[src/rtl/nor_seq_pkg.sv]
package nor_seq_pkg;

  typedef enum logic [2:0] {
    OP_RESET = 3'd0,
    OP_IDENT = 3'd1,
    OP_PROG  = 3'd2,
    OP_SECT  = 3'd3,
    OP_CHIP  = 3'd4,
    OP_QUERY = 3'd5
  } op_e;

  // how a step forms its address
  typedef enum logic [1:0] {
    ST_CMD,   // scaled command address, constant data
    ST_USR,   // request address, unscaled
    ST_RD,    // scaled offset, read cycle
    ST_BASE   // device base (address 0)
  } kind_e;

  typedef struct packed {
    kind_e       kind;
    logic [11:0] ofs;
    logic [7:0]  cval;
    logic        udata;
    logic        last;
  } step_t;

  localparam int MAX_STEPS = 7;
  localparam int STEP_W    = $clog2(MAX_STEPS);

  function automatic logic op_legal(input logic [2:0] op);
    return op <= 3'd5;
  endfunction

  function automatic logic op_alters(input logic [2:0] op);
    return (op == OP_PROG) || (op == OP_SECT) || (op == OP_CHIP);
  endfunction

  function automatic step_t mk(input kind_e k, input logic [11:0] o,
                               input logic [7:0] c, input logic u, input logic l);
    step_t s;
    s.kind  = k;
    s.ofs   = o;
    s.cval  = c;
    s.udata = u;
    s.last  = l;
    return s;
  endfunction

endpackage

[src/rtl/nor_seq_script.sv]
module nor_seq_script
  import nor_seq_pkg::*;
#(
  parameter int IDX_W = STEP_W
) (
  input  logic [2:0]       op,
  input  logic [IDX_W-1:0] idx,
  output step_t            step
);

  always_comb begin
    step = mk(ST_BASE, 12'h000, 8'hF0, 1'b0, 1'b1);
    case (op_e'(op))
      OP_RESET: step = mk(ST_BASE, 12'h000, 8'hF0, 1'b0, 1'b1);
      OP_QUERY: begin
        case (idx)
          0:       step = mk(ST_CMD, 12'h055, 8'h98, 1'b0, 1'b0);
          1:       step = mk(ST_RD,  12'h010, 8'h00, 1'b0, 1'b0);
          2:       step = mk(ST_RD,  12'h011, 8'h00, 1'b0, 1'b0);
          default: step = mk(ST_RD,  12'h012, 8'h00, 1'b0, 1'b1);
        endcase
      end
      OP_IDENT, OP_PROG, OP_SECT, OP_CHIP: begin
        if (idx == 0)
          step = mk(ST_CMD, 12'h555, 8'hAA, 1'b0, 1'b0);
        else if (idx == 1)
          step = mk(ST_CMD, 12'h2AA, 8'h55, 1'b0, 1'b0);
        else if (op == OP_IDENT) begin
          case (idx)
            2:       step = mk(ST_CMD, 12'h555, 8'h90, 1'b0, 1'b0);
            3:       step = mk(ST_RD,  12'h000, 8'h00, 1'b0, 1'b0);
            4:       step = mk(ST_RD,  12'h001, 8'h00, 1'b0, 1'b0);
            5:       step = mk(ST_RD,  12'h00E, 8'h00, 1'b0, 1'b0);
            default: step = mk(ST_RD,  12'h00F, 8'h00, 1'b0, 1'b1);
          endcase
        end else if (op == OP_PROG) begin
          if (idx == 2) step = mk(ST_CMD, 12'h555, 8'hA0, 1'b0, 1'b0);
          else          step = mk(ST_USR, 12'h000, 8'h00, 1'b1, 1'b1);
        end else begin
          case (idx)
            2: step = mk(ST_CMD, 12'h555, 8'h80, 1'b0, 1'b0);
            3: step = mk(ST_CMD, 12'h555, 8'hAA, 1'b0, 1'b0);
            4: step = mk(ST_CMD, 12'h2AA, 8'h55, 1'b0, 1'b0);
            default: begin
              if (op == OP_SECT) step = mk(ST_USR, 12'h000, 8'h30, 1'b0, 1'b1);
              else               step = mk(ST_CMD, 12'h555, 8'h10, 1'b0, 1'b1);
            end
          endcase
        end
      end
      default: step = mk(ST_BASE, 12'h000, 8'hF0, 1'b0, 1'b1);
    endcase
  end

endmodule

[src/rtl/nor_seq_addr.sv]
module nor_seq_addr
  import nor_seq_pkg::*;
#(
  parameter int AW           = 20,
  parameter int DW           = 16,
  parameter bit BYTE_CAPABLE = 1'b1
) (
  input  kind_e         kind,
  input  logic [11:0]   ofs,
  input  logic [7:0]    cval,
  input  logic          use_udata,
  input  logic [AW-1:0] uaddr,
  input  logic [DW-1:0] uword,
  input  logic          byte_mode,
  output logic [AW-1:0] addr,
  output logic [DW-1:0] wdata
);

  logic [AW-1:0] ofs_w;
  logic [AW-1:0] scaled;

  assign ofs_w = AW'(ofs);

  generate
    if (BYTE_CAPABLE) begin : g_byte
      assign scaled = byte_mode ? (ofs_w << 1) : ofs_w;
    end else begin : g_word
      logic unused_bm;
      assign unused_bm = byte_mode;
      assign scaled    = ofs_w;
    end
  endgenerate

  always_comb begin
    case (kind)
      ST_CMD, ST_RD: addr = scaled;
      ST_USR:        addr = uaddr;
      default:       addr = '0;
    endcase
    if (kind == ST_RD)  wdata = '0;
    else if (use_udata) wdata = uword;
    else                wdata = DW'(cval);
  end

endmodule

[src/rtl/nor_seq_capture.sv]
module nor_seq_capture #(
  parameter int DW = 16
) (
  input  logic          clk,
  input  logic          rst,
  input  logic          strobe,
  input  logic [DW-1:0] rdata,
  output logic          pending,
  output logic          valid,
  output logic [DW-1:0] data
);

  always_ff @(posedge clk) begin
    if (rst) begin
      pending <= 1'b0;
      valid   <= 1'b0;
      data    <= '0;
    end else begin
      pending <= strobe;
      valid   <= pending;
      if (pending) data <= rdata;
    end
  end


  rv_after_strobe_chk: assert property (@(posedge clk) disable iff (rst)
    valid |-> $past(strobe, 2));

endmodule

[src/rtl/nor_cmd_seq.sv]
module nor_cmd_seq
  import nor_seq_pkg::*;
#(
  parameter int AW           = 20,
  parameter int DW           = 16,
  parameter bit BYTE_CAPABLE = 1'b1
) (
  input  logic          clk,
  input  logic          rst,
  input  logic          req,
  input  logic [2:0]    req_op,
  input  logic [AW-1:0] req_addr,
  input  logic [DW-1:0] req_data,
  input  logic          byte_mode,
  input  logic          wr_protect,
  output logic          ack,
  output logic          reject,
  output logic          busy,
  output logic          done,
  output logic          res_valid,
  output logic [DW-1:0] res_data,
  output logic [AW-1:0] fl_addr,
  output logic [DW-1:0] fl_wdata,
  output logic          fl_we,
  output logic          fl_re,
  input  logic [DW-1:0] fl_rdata
);

  localparam int IDX_W = STEP_W;

  typedef enum logic [1:0] {S_IDLE, S_RUN, S_DRAIN} st_e;

  st_e              st;
  logic [2:0]       op_q;
  logic [AW-1:0]    addr_q;
  logic [DW-1:0]    data_q;
  logic             bm_q;
  logic [IDX_W-1:0] idx_q;
  step_t            cur;
  logic [AW-1:0]    nx_addr;
  logic [DW-1:0]    nx_wdata;
  logic             rd_pend;
  logic             go_ok;

  nor_seq_script #(.IDX_W(IDX_W)) u_script (
    .op  (op_q),
    .idx (idx_q),
    .step(cur)
  );

  nor_seq_addr #(.AW(AW), .DW(DW), .BYTE_CAPABLE(BYTE_CAPABLE)) u_map (
    .kind     (cur.kind),
    .ofs      (cur.ofs),
    .cval     (cur.cval),
    .use_udata(cur.udata),
    .uaddr    (addr_q),
    .uword    (data_q),
    .byte_mode(bm_q),
    .addr     (nx_addr),
    .wdata    (nx_wdata)
  );

  nor_seq_capture #(.DW(DW)) u_cap (
    .clk    (clk),
    .rst    (rst),
    .strobe (fl_re),
    .rdata  (fl_rdata),
    .pending(rd_pend),
    .valid  (res_valid),
    .data   (res_data)
  );

  assign go_ok = op_legal(req_op) && !(wr_protect && op_alters(req_op));

  always_ff @(posedge clk) begin
    if (rst) begin
      st       <= S_IDLE;
      op_q     <= '0;
      addr_q   <= '0;
      data_q   <= '0;
      bm_q     <= 1'b0;
      idx_q    <= '0;
      ack      <= 1'b0;
      reject   <= 1'b0;
      busy     <= 1'b0;
      done     <= 1'b0;
      fl_addr  <= '0;
      fl_wdata <= '0;
      fl_we    <= 1'b0;
      fl_re    <= 1'b0;
    end else begin
      ack    <= 1'b0;
      reject <= 1'b0;
      done   <= 1'b0;
      fl_we  <= 1'b0;
      fl_re  <= 1'b0;
      case (st)
        S_IDLE: begin
          if (req) begin
            if (go_ok) begin
              ack    <= 1'b1;
              busy   <= 1'b1;
              st     <= S_RUN;
              idx_q  <= '0;
              op_q   <= req_op;
              addr_q <= req_addr;
              data_q <= req_data;
              bm_q   <= byte_mode;
            end else begin
              reject <= 1'b1;
            end
          end
        end
        S_RUN: begin
          if (req) reject <= 1'b1;
          fl_we    <= (cur.kind != ST_RD);
          fl_re    <= (cur.kind == ST_RD);
          fl_addr  <= nx_addr;
          fl_wdata <= nx_wdata;
          idx_q    <= idx_q + 1'b1;
          if (cur.last) st <= S_DRAIN;
        end
        default: begin
          if (req) reject <= 1'b1;
          if (!fl_re && !rd_pend) begin
            done <= 1'b1;
            busy <= 1'b0;
            st   <= S_IDLE;
          end
        end
      endcase
    end
  end


  strobe_excl_chk: assert property (@(posedge clk) disable iff (rst)
    !(fl_we && fl_re));


  strobe_in_busy_chk: assert property (@(posedge clk) disable iff (rst)
    (fl_we || fl_re) |-> busy);


  done_ends_busy_chk: assert property (@(posedge clk) disable iff (rst)
    done |-> (!busy && $past(busy)));


  ack_with_busy_chk: assert property (@(posedge clk) disable iff (rst)
    ack |-> (busy && !$past(busy)));


  ack_rej_excl_chk: assert property (@(posedge clk) disable iff (rst)
    !(ack && reject));


  busy_req_rej_chk: assert property (@(posedge clk) disable iff (rst)
    (busy && !done && req) |=> reject);

endmodule

[config.mk]
export PLATFORM = sky130hd
export DESIGN_NAME = nor_cmd_seq
export DESIGN_NICKNAME = d
export VERILOG_FILES = /design/src/rtl/nor_seq_pkg.sv /design/src/rtl/nor_seq_script.sv /design/src/rtl/nor_seq_addr.sv /design/src/rtl/nor_seq_capture.sv /design/src/rtl/nor_cmd_seq.sv
export SDC_FILE = /design/constraint.sdc
export NUM_CORES = 1
export LEC_CHECK = 0
export ABC_AREA = 1
export BUFFER_PORTS_ARGS = -buffer_cell sky130_fd_sc_hd__buf_2
export CELL_PAD_IN_SITES_DETAIL_PLACEMENT = 0
export CELL_PAD_IN_SITES_GLOBAL_PLACEMENT = 1
export CORE_MARGIN = 2
export CORE_UTILIZATION = 40
export CTS_CLUSTER_SIZE = 28
export DETAILED_ROUTE_END_ITERATION = 12
export PLACE_DENSITY = 0.82
export SYNTH_ARGS = -nofsm -noshare
export SYNTH_HDL_FRONTEND = slang
export SYNTH_SLANG_ARGS = --single-unit
[constraint.sdc]
create_clock -name clk -period 2.3 [get_ports clk]
set_input_delay 0.115 -clock clk [delete_from_list [all_inputs] [get_ports clk]]
set_output_delay 0.115 -clock clk [all_outputs]
set_load 0.05 [all_outputs]
---- Yosys cells after proc, flatten, opt, wreduce, memory -nomap -nowiden ----
Cells that the tools add are included.
operators by class
  add/subtract/negate cells ............... 1
  $lt $le $gt $ge ......................... 1
  equal/unequal tests ..................... 20
  multiplexer cells ....................... 32
  bitwise gates (word level) .............. 3
  reduce and logical (&&, ||, !) cells .... 23
operators by type and width
  operator                                             number
  one-hot mux 24 bit (3 select lines)                  2
  two-way mux 24 bit                                   4
  one-hot mux 24 bit (4 select lines)                  1
  one-hot mux 24 bit (2 select lines)                  1
  two-way mux 23 bit                                   2
  one-hot mux 20 bit (2 select lines)                  1
  two-way mux 16 bit                                   2
  equality test 3 x 2 -> 1 bit, second input constant  6
  equality test 3 bit, second input constant           5
  two-way mux 13 bit                                   1
  two-way mux 1 bit                                    9
  two-way mux 2 bit                                    4
  inequality test 2 bit, second input constant         4
  AND reduction 4 bit                                  2
  equality test 3 x 1 -> 1 bit, second input constant  2
  two-way mux 3 bit                                    2
  one-hot mux 3 bit (2 select lines)                   1
  AND reduction 3 bit                                  2
  OR reduction 3 bit                                   2
  equality test 2 x 1 -> 1 bit, second input constant  2
  logical NOT 2 bit                                    2
  one-hot mux 2 bit (2 select lines)                   1
  nonzero test 2 bit                                   2
  OR reduction 2 bit                                   2
  11 further kinds                                     18
storage, ports and cells
  bits in registers ....................... 105
  input bits .............................. 60
  output and inout port bits .............. 59
  logic and storage cells ................. 97

---- Longest topological paths before layout ----
  depth in word-level cells ............... 11
  depth in mapped cells ................... 13
  gate-level depth less buffers ........... 13

---- Modules after synthesis ----
Synthesis repeated with hierarchy kept, for this count alone.
unflattened totals
  cell total of the unflattened synthesis .. 826
  area total of the unflattened synthesis .. 5328.9 um^2
by module, submodules not included
  module           instances  cells each  area each (um^2)  seq. area each (um^2)
  nor_cmd_seq      1          463         3442.1            1741.7
  nor_seq_capture  1          108         744.5             360.3
  nor_seq_addr     1          139         584.3             0.0
  nor_seq_script   1          116         558.0             0.0

---- Worst setup path before layout ----
Ideal clock, no wire load.
  path type ............................... flip-flop to flip-flop
  start ................................... register idx_q[0]
  end ..................................... register fl_addr[2]
  library setup time ...................... 118 ps
  arrival time ............................ 1486 ps
  data required time ...................... 2182 ps
  slack ................................... 696 ps
  stages on the path, launching flop included .. 13
  buffers on the path ..................... 0
  clock period less this slack ............ 1604 ps
  cell sequence ........................... dfxtp_1 > inv_1 > ha_1 > nand2_4 > inv_2 > nor2_2 > o21bai_2 > nand2_2 > nand3_1 > nand2_1 > nand2_1 > nor2_1 > nor2_1
on the way
  word-level cells in the longest chain between the ends .. 10
  elaborated cells between the ends (all ways) .. 21
  those cells by class .................... 7 x eq/ne; 11 x mux; 3 x reduce/logical
ends and longest elaborated chain
  item                                                                              line                                        text
  start: declaration                                                                nor_cmd_seq.sv:38                           logic [IDX_W-1:0] idx_q;
  start signal: assignment                                                          nor_cmd_seq.sv:120                          idx_q <= idx_q + 1'b1;
  equality test 3 bit, or another cell as far along                                 nor_seq_script.sv:29, nor_seq_script.sv:40
  one-hot mux 24 bit (3 select lines) / two-way mux 23 bit (equally long branches)  nor_seq_script.sv:40, nor_seq_script.sv:37
  two-way mux 24 bit                                                                nor_seq_script.sv:36                        end else if (op == OP_PROG) begin
  two-way mux 24 bit                                                                nor_seq_script.sv:28                        else if (op == OP_IDENT) begin
  two-way mux 24 bit                                                                nor_seq_script.sv:26                        else if (idx == 1)
  two-way mux 24 bit                                                                nor_seq_script.sv:24                        if (idx == 0)
  one-hot mux 24 bit (2 select lines) *                                             nor_seq_script.sv:13                        case (op_e'(op))
  equality test 2 bit / logical NOT 2 bit (equally long branches)                   nor_seq_addr.sv:35                          case (kind)
  OR reduction 2 bit                                                                nor_seq_addr.sv:35
  one-hot mux 20 bit (2 select lines) *                                             nor_seq_addr.sv:35
  end signal: assignment                                                            nor_cmd_seq.sv:118                          fl_addr <= nx_addr;
  end: declaration                                                                  nor_cmd_seq.sv:22                           output logic [AW-1:0] fl_addr,
Every way passes the cells marked *; elsewhere a longest branch is shown, timed or not.
A chain may end at the register's enable or synchronous reset.

---- Worst setup path after layout ----
  start ................................... register idx_q[0]
  end ..................................... register fl_addr[1]
The elaborated chain is that of the path after synthesis.

==> results.md <==
- Leak pwr: 0.00274 uW
- Worst R2R End: fl_addr[1]
- Slew HR: 63.5%
- Final WS setup: ~380 ps
- Synth area leader: dfxtp_1
- Worst R2R Path Depth: 12
- Cell Area, Synth: 4540 um2
- Worst Skew: 10.0 ps
- Drt total wl: 12600 um
- IO Count: roughly 120
- Worst r2r src: idx_q[0]
- Initial DRC Count: 261
- Tot GR Track Use: 20.2%
- DR vias: 4441
- Vias per cell: 4.99
- Number of synthesized flops with an enable pin: 0
- Worst EP arrival: around 2200 ps
- Post-CTS sizing: 0
- FMAX: 0.520 GHz
- VDD IR-drop max: 524 uV
- Area occupied by multi-input gates: slightly above 2000 um2
- DRC violations left: 0
- Synth area leaders: dfxtp_1 (46%), nand2_1 (8.8%), a21oi_1 (8.4%)
- Core Rows: 38
- Final hold violations: 0
- Antenna Cells: 0
- Top delay family on crit path: simple AND/OR/NAND/NOR gates
- # setup viols final: 0
- Filler cells: 1077
- DRT Pass-1 Iters: 4
- H-tree Lvls: 3
- RSZ-0062 raised after global routing: no
- HP Class: in -> reg
- Pwr/cell area: between 1000 and 1500 nW/um2
- Cts bufs inserted: 9
- Critical path's slowest cell: dfxtp_1
- Number of global-route vias before repair: 4156
- Most used DFF post-synth: dfxtp_1
- Crit path cell chain: inv_1 -> ha_1 -> nand2_4 -> inv_2 -> nor2_2 -> o21bai_2 -> nand2_2 -> nand3_1 -> nand2_1 -> nand2_1 -> nor2_1 -> nor2_1
- Hold path start: fl_rdata[4]
- Latest clock arrival within the worst-skew pair: 350 ps
- Syn Area/Cell: 7.32 um2
- # nets final: 811
- Worst Path Max Fanout: 8
- Pre-CTS setup slack: ~400 ps
- Final ANT Viol Nets: 0
- Die W: ~110 um
- Mapped Cells: 621
- Largest net degree at the start of global routing: 55
- Die Ht: 111 um
- Yosys cell types: 31
- CP bufs+invs: 2
- Fin Setup TNS: 0 ps
- Crit. End Element: flip-flop
- Status: finished clean
- CTS tree: done
- Critical Path Source Type: flip-flop
- Crit-path max cell delay: 360 ps
- Seq/Total Area, Yosys: a little under half
- Port buffer count: 118
- Final Slew Violations: 0
- Reg clk slew, reported paths: around 70 ps
- Hold Path End: u_cap.data[4]
- Yosys warning count: 0
- Max cap viols: 0
- Starting density of the core: 41.4%
- Post-DR wirelength/cell: 14.1 um
- CTS Sinks: 105
- Buffer depth of the longest clock path: 2
- WS Path Type: reg -> reg
- Final Cycle Share: 83.6%
- FFs w/ async S/R, synth: 0%
- FF+latch area: approximately 2100 um2
- Core box area: 11000 um2
- Dpl hpwl: just under 9000 um
- FF+latch count, synth: 105
- Slew of the pin with the lowest slew margin: 547 ps
- Initial antenna violation count: 0
- Share of layout cells above drive strength 1: 24.5%
- First-pass GRT wire length: 20500 um
- Grt total ovfl: 0
- Area Growth Syn to Fin: 26.5%
- Post-layout minimum cycle time: 1920 ps
- WHS Path Cells: 3
- Synthesized Nets: roughly 690
- CTS Root Cell: clkbuf_16
- Die ar.: 12200 um2
- Placer Congestion: 0.864
- Top-area cell type share of the netlist area: a little under half
- CP required: around 2500 ps
- FF-to-FF setup slack: 380 ps
area by class of cell:
class | count | share of cell area (%)
flip-flops and latches | 105 | 36.6
multi-input cells | 425 | 36.1
inverters | 59 | 3.85
well taps | 140 | 3.05
clock inverters | 6 | 1.96
clock buffers | 10 | 3.98
repair buffers | 145 | 14.5
flip-flops by register name, summed over array words and instances (netlist names), 2 cells and up:
name	flops
fl_wdata	16
fl_addr	20
addr_q	20
op_q	3
idx_q	3
data_q	16
u_cap.data	16
st	2
metrics by stage:
| step | hold slack, ps | power [uW] | cell area, um2 | util [%] | cells |
|---|---|---|---|---|---|
| 3_3_place_gp | 338 | 5920 | 5250 | 47.8 | 858 |
| 2_1_floorplan | 241 | 5110 | 4540 | - | 621 |
| 6_report | 8.10 | 7690 | 5750 | 52.3 | 890 |
| 4_1_cts | 0.880 | 7720 | 5750 | 52.3 | 890 |
| 3_5_place_dp | 343 | 5930 | 5250 | 47.8 | 858 |
| 5_1_grt | 14.2 | 8240 | 5750 | 52.3 | 890 |
worst register-to-register path: cells and delay by family, from the launching register on:
| family | cells | cell delay, ps |
|---|---|---|
| fa+ha+maj | 1 | 260 |
| buf+inv | 2 | 200 |
| compound gates | 1 | 100 |
| flops | 1 | 360 |
| simple gates | 8 | 910 |
worst max path at each step:
stage / from / end / slack, ps / cells after the start
5_1_grt: idx_q[0] / fl_addr[1] / 220 / 12
2_1_floorplan: idx_q[0] / fl_addr[2] / 700 / 12
3_3_place_gp: idx_q[0] / fl_addr[1] / 410 / 12
3_5_place_dp: idx_q[0] / fl_addr[1] / 390 / 12
4_1_cts: idx_q[0] / fl_addr[1] / 380 / 12
6_report: idx_q[0] / fl_addr[1] / 380 / 12
synthesized netlist by cell type, types with 6 or more instances:
library cell,instances
ha_1,6
a21oi_1,76
inv_2,16
nand2_2,8
o21ai_0,55
clkbuf_1,24
nand2_1,106
dfxtp_1,105
inv_1,41
nor2_1,64
o21ai_1,11
nand3_1,68
timing repair:
item,4_1_cts,5_1_grt
endpoints found under the hold margin,16,0
buffers inserted,0,0
hold buffers,16,0
setup endpoints to repair,0,0
cell usage in the layout, fill, tap and decap left out, types with 4 or more instances in the layout:
cell type | Yosys | final
nand3_1 | 68 | 68
o211ai_1 | 5 | 5
nor2_1 | 64 | 64
clkbuf_16 | 0 | 9
inv_2 | 16 | 16
nor2_2 | 5 | 5
nand3_2 | 4 | 4
buf_2 | 5 | 118
dfxtp_1 | 105 | 105
buf_4 | 1 | 11
a21oi_1 | 76 | 76
o21ai_0 | 55 | 55
o21ai_1 | 11 | 11
nand2_1 | 106 | 106
dlygate4sd3_1 | 0 | 16
ha_1 | 6 | 6
nand4_1 | 4 | 4
inv_1 | 41 | 41
nand2_2 | 8 | 8
metal layers:
metal	routed length [um]	part of all wire, %	global-route usage [%]
met5	0	0	0
met4	215	1.7	6.17
met3	768	6.1	5.21
met2	5780	46	32.1
met1	5790	46	26.9
kinds of logic after synthesis:
group,Yosys count,share of synthesized area [%]
AO/OA/AOI/OAI,154,17.7
adder cells (fa/ha/maj),6,1.65
buffers and inverters,91,8.07
flip-flops,105,46.3
AND/OR/NAND/NOR,265,26.3
where the power goes:
| part | switching [uW] | internal, uW | total [uW] |
|---|---|---|---|
| clock | 683 | 1070 | 1750 |
| sequential | 247 | 2280 | 2530 |
| combinational | 2450 | 954 | 3400 |
| total | 3380 | 4310 | 7690 |
Note: power is estimated with default switching activity, not from simulation.
